===== src/rtl/rst_seq_pkg.sv =====
package rst_seq_pkg;

    typedef enum logic [1:0] {
        PH_WAIT  = 2'd0,
        PH_HOLD  = 2'd1,
        PH_SHIFT = 2'd2,
        PH_DONE  = 2'd3
    } seq_phase_e;

endpackage


===== src/rtl/rst_seq_sync.sv =====
module rst_seq_sync #(
    parameter int SYNC_STAGES = 2
) (
    input  logic clk,
    input  logic arst_n,
    output logic rst_sync_n
);

    typedef struct packed {
        logic [SYNC_STAGES-1:0] pipe;
    } sync_t;

    sync_t sync_d, sync_q;

    always_comb begin
        sync_d      = sync_q;
        sync_d.pipe = {sync_q.pipe[SYNC_STAGES-2:0], 1'b1};
    end

    always_ff @(posedge clk or negedge arst_n) begin
        if (!arst_n) begin
            sync_q <= '0;
        end else begin
            sync_q <= sync_d;
        end
    end

    assign rst_sync_n = sync_q.pipe[SYNC_STAGES-1];

    // the synchronised release never rises in the cycle that follows the power-on edge
    assert_sync_delay_R2: assert property (@(posedge clk) disable iff (!arst_n)
        $rose(rst_sync_n) |-> $past(arst_n));

endmodule


===== src/rtl/rst_seq_ctrl.sv =====
module rst_seq_ctrl
    import rst_seq_pkg::*;
#(
    parameter int HOLD_CYCLES = 8
) (
    input  logic clk,
    input  logic rst_n,
    input  logic div_reload,
    input  logic chain_full,
    output logic shift_en,
    output logic done
);

    localparam int CNT_W = (HOLD_CYCLES < 2) ? 1 : $clog2(HOLD_CYCLES);
    localparam logic [CNT_W-1:0] CNT_LAST = CNT_W'(HOLD_CYCLES - 1);

    typedef struct packed {
        seq_phase_e       phase;
        logic [CNT_W-1:0] cnt;
    } ctrl_t;

    ctrl_t ctrl_d, ctrl_q;

    always_comb begin
        ctrl_d = ctrl_q;
        case (ctrl_q.phase)
            PH_WAIT: begin
                if (div_reload) begin
                    ctrl_d.phase = PH_HOLD;
                    ctrl_d.cnt   = '0;
                end
            end
            PH_HOLD: begin
                if (ctrl_q.cnt == CNT_LAST) begin
                    ctrl_d.phase = PH_SHIFT;
                end else begin
                    ctrl_d.cnt = ctrl_q.cnt + 1'b1;
                end
            end
            PH_SHIFT: begin
                if (chain_full) begin
                    ctrl_d.phase = PH_DONE;
                end
            end
            default: begin
                ctrl_d.phase = PH_DONE;
            end
        endcase
    end

    always_ff @(posedge clk or negedge rst_n) begin
        if (!rst_n) begin
            ctrl_q <= '{phase: PH_WAIT, cnt: '0};
        end else begin
            ctrl_q <= ctrl_d;
        end
    end

    assign shift_en = (ctrl_q.phase == PH_SHIFT);
    assign done     = (ctrl_q.phase == PH_DONE);

    // without a reload the sequencer stays in its waiting phase
    assert_wait_for_reload_R3: assert property (@(posedge clk) disable iff (!rst_n)
        (ctrl_q.phase == PH_WAIT && !div_reload) |=> (ctrl_q.phase == PH_WAIT));

    // the shift phase is entered only after the full common hold window
    assert_hold_length_R4: assert property (@(posedge clk) disable iff (!rst_n)
        (ctrl_q.phase == PH_SHIFT && $past(ctrl_q.phase) != PH_SHIFT)
            |-> ($past(ctrl_q.phase) == PH_HOLD && $past(ctrl_q.cnt) == CNT_LAST));

    // once past the waiting phase the sequencer never goes back to it
    assert_no_rewait_R8: assert property (@(posedge clk) disable iff (!rst_n)
        (ctrl_q.phase != PH_WAIT) |=> (ctrl_q.phase != PH_WAIT));

endmodule


===== src/rtl/rst_seq_chain.sv =====
module rst_seq_chain #(
    parameter int STAGES = 5
) (
    input  logic              clk,
    input  logic              rst_n,
    input  logic              shift_en,
    output logic [STAGES-1:0] rel,
    output logic              chain_full
);

    typedef struct packed {
        logic [STAGES-1:0] bits;
    } chain_t;

    chain_t chain_d, chain_q;

    always_comb begin
        chain_d = chain_q;
        if (shift_en) begin
            chain_d.bits[0] = 1'b1;
            for (int i = 1; i < STAGES; i++) begin
                chain_d.bits[i] = chain_q.bits[i-1];
            end
        end
    end

    always_ff @(posedge clk or negedge rst_n) begin
        if (!rst_n) begin
            chain_q <= '0;
        end else begin
            chain_q <= chain_d;
        end
    end

    assign rel        = chain_q.bits;
    assign chain_full = chain_q.bits[STAGES-1];

    // at most one stage changes on any clock edge
    assert_one_per_edge_R5: assert property (@(posedge clk) disable iff (!rst_n)
        $countones(chain_q.bits ^ $past(chain_q.bits)) <= 1);

    // a released stage is never taken back into reset without a power-on reset
    assert_monotonic_R5: assert property (@(posedge clk) disable iff (!rst_n)
        ($past(chain_q.bits) & ~chain_q.bits) == '0);

endmodule


===== src/rtl/rst_seq_top.sv =====
module rst_seq_top #(
    parameter int NUM_MODULES = 4,
    parameter int HOLD_CYCLES = 8,
    parameter int SYNC_STAGES = 2
) (
    input  logic                   clk,
    input  logic                   por_n,
    input  logic                   div_reload,
    output logic [NUM_MODULES-1:0] mod_rst_n,
    output logic                   cpu_rst_n,
    output logic                   sequence_done
);

    localparam int STAGES = NUM_MODULES + 1;

    logic              rst_sync_n;
    logic              shift_en;
    logic              chain_full;
    logic [STAGES-1:0] rel;

    rst_seq_sync #(.SYNC_STAGES(SYNC_STAGES)) u_sync (
        .clk        (clk),
        .arst_n     (por_n),
        .rst_sync_n (rst_sync_n)
    );

    rst_seq_ctrl #(.HOLD_CYCLES(HOLD_CYCLES)) u_ctrl (
        .clk        (clk),
        .rst_n      (rst_sync_n),
        .div_reload (div_reload),
        .chain_full (chain_full),
        .shift_en   (shift_en),
        .done       (sequence_done)
    );

    rst_seq_chain #(.STAGES(STAGES)) u_chain (
        .clk        (clk),
        .rst_n      (rst_sync_n),
        .shift_en   (shift_en),
        .rel        (rel),
        .chain_full (chain_full)
    );

    assign mod_rst_n = rel[NUM_MODULES-1:0];
    assign cpu_rst_n = rel[NUM_MODULES];

    // power-on reset holds every output low
    assert_por_forces_reset_R1: assert property (@(posedge clk)
        !por_n |-> (mod_rst_n == '0 && !cpu_rst_n && !sequence_done));

    // the CPU leaves reset only after all modules
    assert_cpu_last_R6: assert property (@(posedge clk) disable iff (!por_n)
        cpu_rst_n |-> (&mod_rst_n));

    // done is reported only with the CPU out of reset, and it stays up
    assert_done_after_cpu_R7: assert property (@(posedge clk) disable iff (!por_n)
        sequence_done |-> cpu_rst_n);
    assert_done_sticky_R7: assert property (@(posedge clk) disable iff (!por_n)
        sequence_done |=> sequence_done);

endmodule


===== config.mk =====
export PLATFORM = sky130hd
export DESIGN_NAME = rst_seq_top
export DESIGN_NICKNAME = d
export VERILOG_FILES = /design/src/rtl/rst_seq_pkg.sv /design/src/rtl/rst_seq_sync.sv /design/src/rtl/rst_seq_ctrl.sv /design/src/rtl/rst_seq_chain.sv /design/src/rtl/rst_seq_top.sv
export SDC_FILE = /design/constraint.sdc
export NUM_CORES = 1
export LEC_CHECK = 0
export BUFFER_PORTS_ARGS = -buffer_cell sky130_fd_sc_hd__buf_4
export CORE_MARGIN = 2
export CORE_UTILIZATION = 41
export DETAILED_ROUTE_END_ITERATION = 10
export PLACE_DENSITY = 0.7
export SETUP_SLACK_MARGIN = 0.4
export SLEW_MARGIN = 10
export SYNTH_ARGS = -nofsm -noshare
export SYNTH_HDL_FRONTEND = slang
export SYNTH_SLANG_ARGS = --single-unit

===== constraint.sdc =====
create_clock -name clk -period 2.1 [get_ports clk]
set_input_delay 0.105 -clock clk [delete_from_list [all_inputs] [get_ports clk]]
set_output_delay 0.105 -clock clk [all_outputs]
set_load 0.02 [all_outputs]

==> impl_metrics.yaml <==
sta:
  rsz0062_at_grt: "false"
  skew_ns: 0.001923
  setup_tns_ns: 0
  min_period_ns: 1.419
  max_freq_mhz: 704.7
  slew_violations: 0
  finalSetupViolations: 0
  timing.final.crit_share_pct: 67.58
  hold_viol_final: 0
floorplanning:
  num_rows: 13
  die_w_um: 40.23
  die_area_um2: 1618
  initial_utilization_pct: 42.41
  io-pin-count: 9
  core_um2: 1269
  fp.dieH_um: 40.23
place:
  place_hpwl_um: 639
  gp_congestion: 0.6367
  placedInstanceArea_um2: 611.8
  port_buffers: 8
power:
  p_sw_uw: 356.7
  leakagePower_nw: 0.3252
  combPwrFrac_pct: 42.7
  pwr-share-clk_pct: 17.1
  ir_worst_vdd_mv: 0.6601
  power.internal_uw: 692.0
  pwr-share-seq_pct: 40.3
  power.density_nw_per_um2: 1593
  power_mw: 1.049
  swShare_pct: 34.01
setup_path:
  cpPeakStageDelay_ns: 0.42
  crit_path_top_delay_cell: "dfrtp_1"
  path_max_fanout: 7
  start_kind: "flop"
  path_cells: "ha_1 > ha_1 > and3_1 > a211o_1"
  worst-setup-path-type: "reg -> reg"
  crit_arrival_ns: 1.57
  r2r_cells: 4
  r2r-start: "u_ctrl.ctrl_q[0]$_DFFE_PN0P_"
  worstReg2RegEnd: "u_ctrl.ctrl_q[2]$_DFFE_PN0P_"
  ff2ff_setup_slack_ns: 0.68
  cp.required_ns: 2.25
  end_kind: "flop"
  crit_top_cell: "ha_1"
route:
  drtPass1Iterations: 4
  num_vias: 334
  wl_per_cell_um: 13.20
  vias_per_cell: 5.219
  drt_wl_total_um: 845
  drt-initial-drc-count: 6
  ant_nets: 0
  drc: 0
synthesis:
  synth_warnings: 0
  synth_seq_cells: 12
  synth_top_cell_by_area: "dfrtp_1"
  synth.avg_cell_area_um2: 14.54
  ys_seq_area_share_pct: 55.81
  netlist.area_leader.share_pct: 55.81
  synth.distinct_cells: 17
  synthesis.area_um2: 538.0
  syn_nets: 42
  synth_area_leaders: "dfrtp_1, mux2_4, a211o_1, and4bb_1, ha_1"
  synth_cells: 37
clock_tree:
  ctsResizeCount: 0
  postCtsSetupBuffers: 0
  worstSkewPairLatency_ns: 0.26
  clockBufferDepth: 2
  cts_made_buffers: 3
  root_buffer: "clkbuf_4"
  cts_tree: "done"
  clkTransAtPathRegs_ns: 0.08
  h-tree-depth: 1
  numClockSinks: 12
final_layout:
  final_common_cell: "dfrtp_1"
  seqCellArea_um2: 300.3
  drive_above_1_share_pct: 38.78
  layout_common_cells: "dfrtp_1, buf_4, mux2_4"
  final_nets: 55
  antenna_cells: 0
  fill_cells: 114
  final_cell_area_um2: 658.1
  multi_input_area_um2: 232.7
  area_growth_pct: 22.33
run_status:
  status: "complete, no violations"
global_routing:
  grt.overflow.total: 0
  grt_pass1_wl_mm: 1.400
  grt_pass1_vias: 331
  antenna_found_initial: 0
  grt_max_degree: 12
  grtUsageTotal_pct: 13.50
job:
  drv_cap: 0
worst_hold_path:
  hp-class: "in -> async"
-- per-layer routing --
layer | wire length [µm] | vias up | GRT usage [%]
met5 | 0 | - | 0
met4 | 0 | 0 | 7.500
met3 | 32 | 0 | 3.333
met2 | 455 | 8 | 22.58
met1 | 358 | 169 | 15.68
li1 | - | 157 | -
-- how the worst max path moves through the flow --
stage	slack, ns	to	from
finish	0.68	u_ctrl.ctrl_q[2]$_DFFE_PN0P_	u_ctrl.ctrl_q[0]$_DFFE_PN0P_
global route	0.58	u_ctrl.ctrl_q[0]$_DFFE_PN0P_	u_ctrl.ctrl_q[0]$_DFFE_PN0P_
CTS	0.67	u_ctrl.ctrl_q[2]$_DFFE_PN0P_	u_ctrl.ctrl_q[0]$_DFFE_PN0P_
detailed placement	0.68	u_ctrl.ctrl_q[2]$_DFFE_PN0P_	u_ctrl.ctrl_q[0]$_DFFE_PN0P_
global placement	0.74	u_ctrl.ctrl_q[2]$_DFFE_PN0P_	u_ctrl.ctrl_q[0]$_DFFE_PN0P_
floorplan	0.77	u_ctrl.ctrl_q[2]$_DFFE_PN0P_	u_ctrl.ctrl_q[0]$_DFFE_PN0P_
-- per-stage QoR --
stage,hold slack [ns],std cells,worst slack [ns],util (%)
floorplan,-0.1906,37,0.7659,-
global placement,-0.1130,59,0.7386,48.22
detailed placement,-0.1123,59,0.6809,48.22
CTS,0.1508,64,0.6678,51.87
global route,0.1351,64,0.5756,51.87
finish,0.1530,64,0.6809,51.87
-- critical path, delay by kind of cell, from the launching register on --
| kind | cells | cell delay [ns] |
|---|---|---|
| simple gates | 1 | 0.17 |
| flops | 1 | 0.42 |
| fa+ha+maj | 2 | 0.45 |
| compound gates | 1 | 0.27 |
-- flip-flops by register name (all words and copies together) (netlist names) --
signal,flops
u_sync.sync_q,2
u_ctrl.ctrl_q,5
u_chain.rel,5
-- power groups by stage --
| stage | combinational (mW) | sequential [mW] | clock (mW) |
|---|---|---|---|
| finish | 0.448 | 0.422 | 0.179 |
| global placement | 0.430 | 0.415 | 0 |
| global route | 0.490 | 0.444 | 0.197 |
| CTS | 0.456 | 0.423 | 0.184 |
| detailed placement | 0.451 | 0.427 | 0 |
| floorplan | 0.297 | 0.434 | 0 |
-- synth_stat cells --
master	n
dfrtp_1	12
mux2_4	4
a211o_1	3
and3_1	3
and4bb_1	2
ha_1	2
and2_2	1
and2b_4	1
buf_2	1
conb_1	1
mux2_1	1
nand2_1	1
nand2b_1	1
nor4b_1	1
o21bai_2	1
o22a_1	1
or2_1	1
-- area by class of cell --
class	instances	area share, %
Clock buffer	4	5.513
Multi-Input combinational cell	24	35.36
Sequential cell	12	45.63
Tap cell	15	2.852
Timing Repair Buffer	9	10.65
-- kinds of logic (layout without fill, tap and decap cells) --
kind of cell | after synthesis | in the layout | synth area share (%)
compound gates | 5 | 5 | 8.606
flops | 12 | 12 | 55.81
buf+inv | 1 | 13 | 0.9293
mux | 5 | 5 | 13.26
other cells | 1 | 1 | 0.6970
fa+ha+maj | 2 | 2 | 4.650
simple gates | 11 | 11 | 16.05
-- what timing repair did --
action                                  in CTS  in global routing
hold buffers                                 1                  0
endpoints found under the setup margin       0                  0
hold endpoints to repair                     2                  0
No activity file was read; power rests on OpenSTA's default activity.
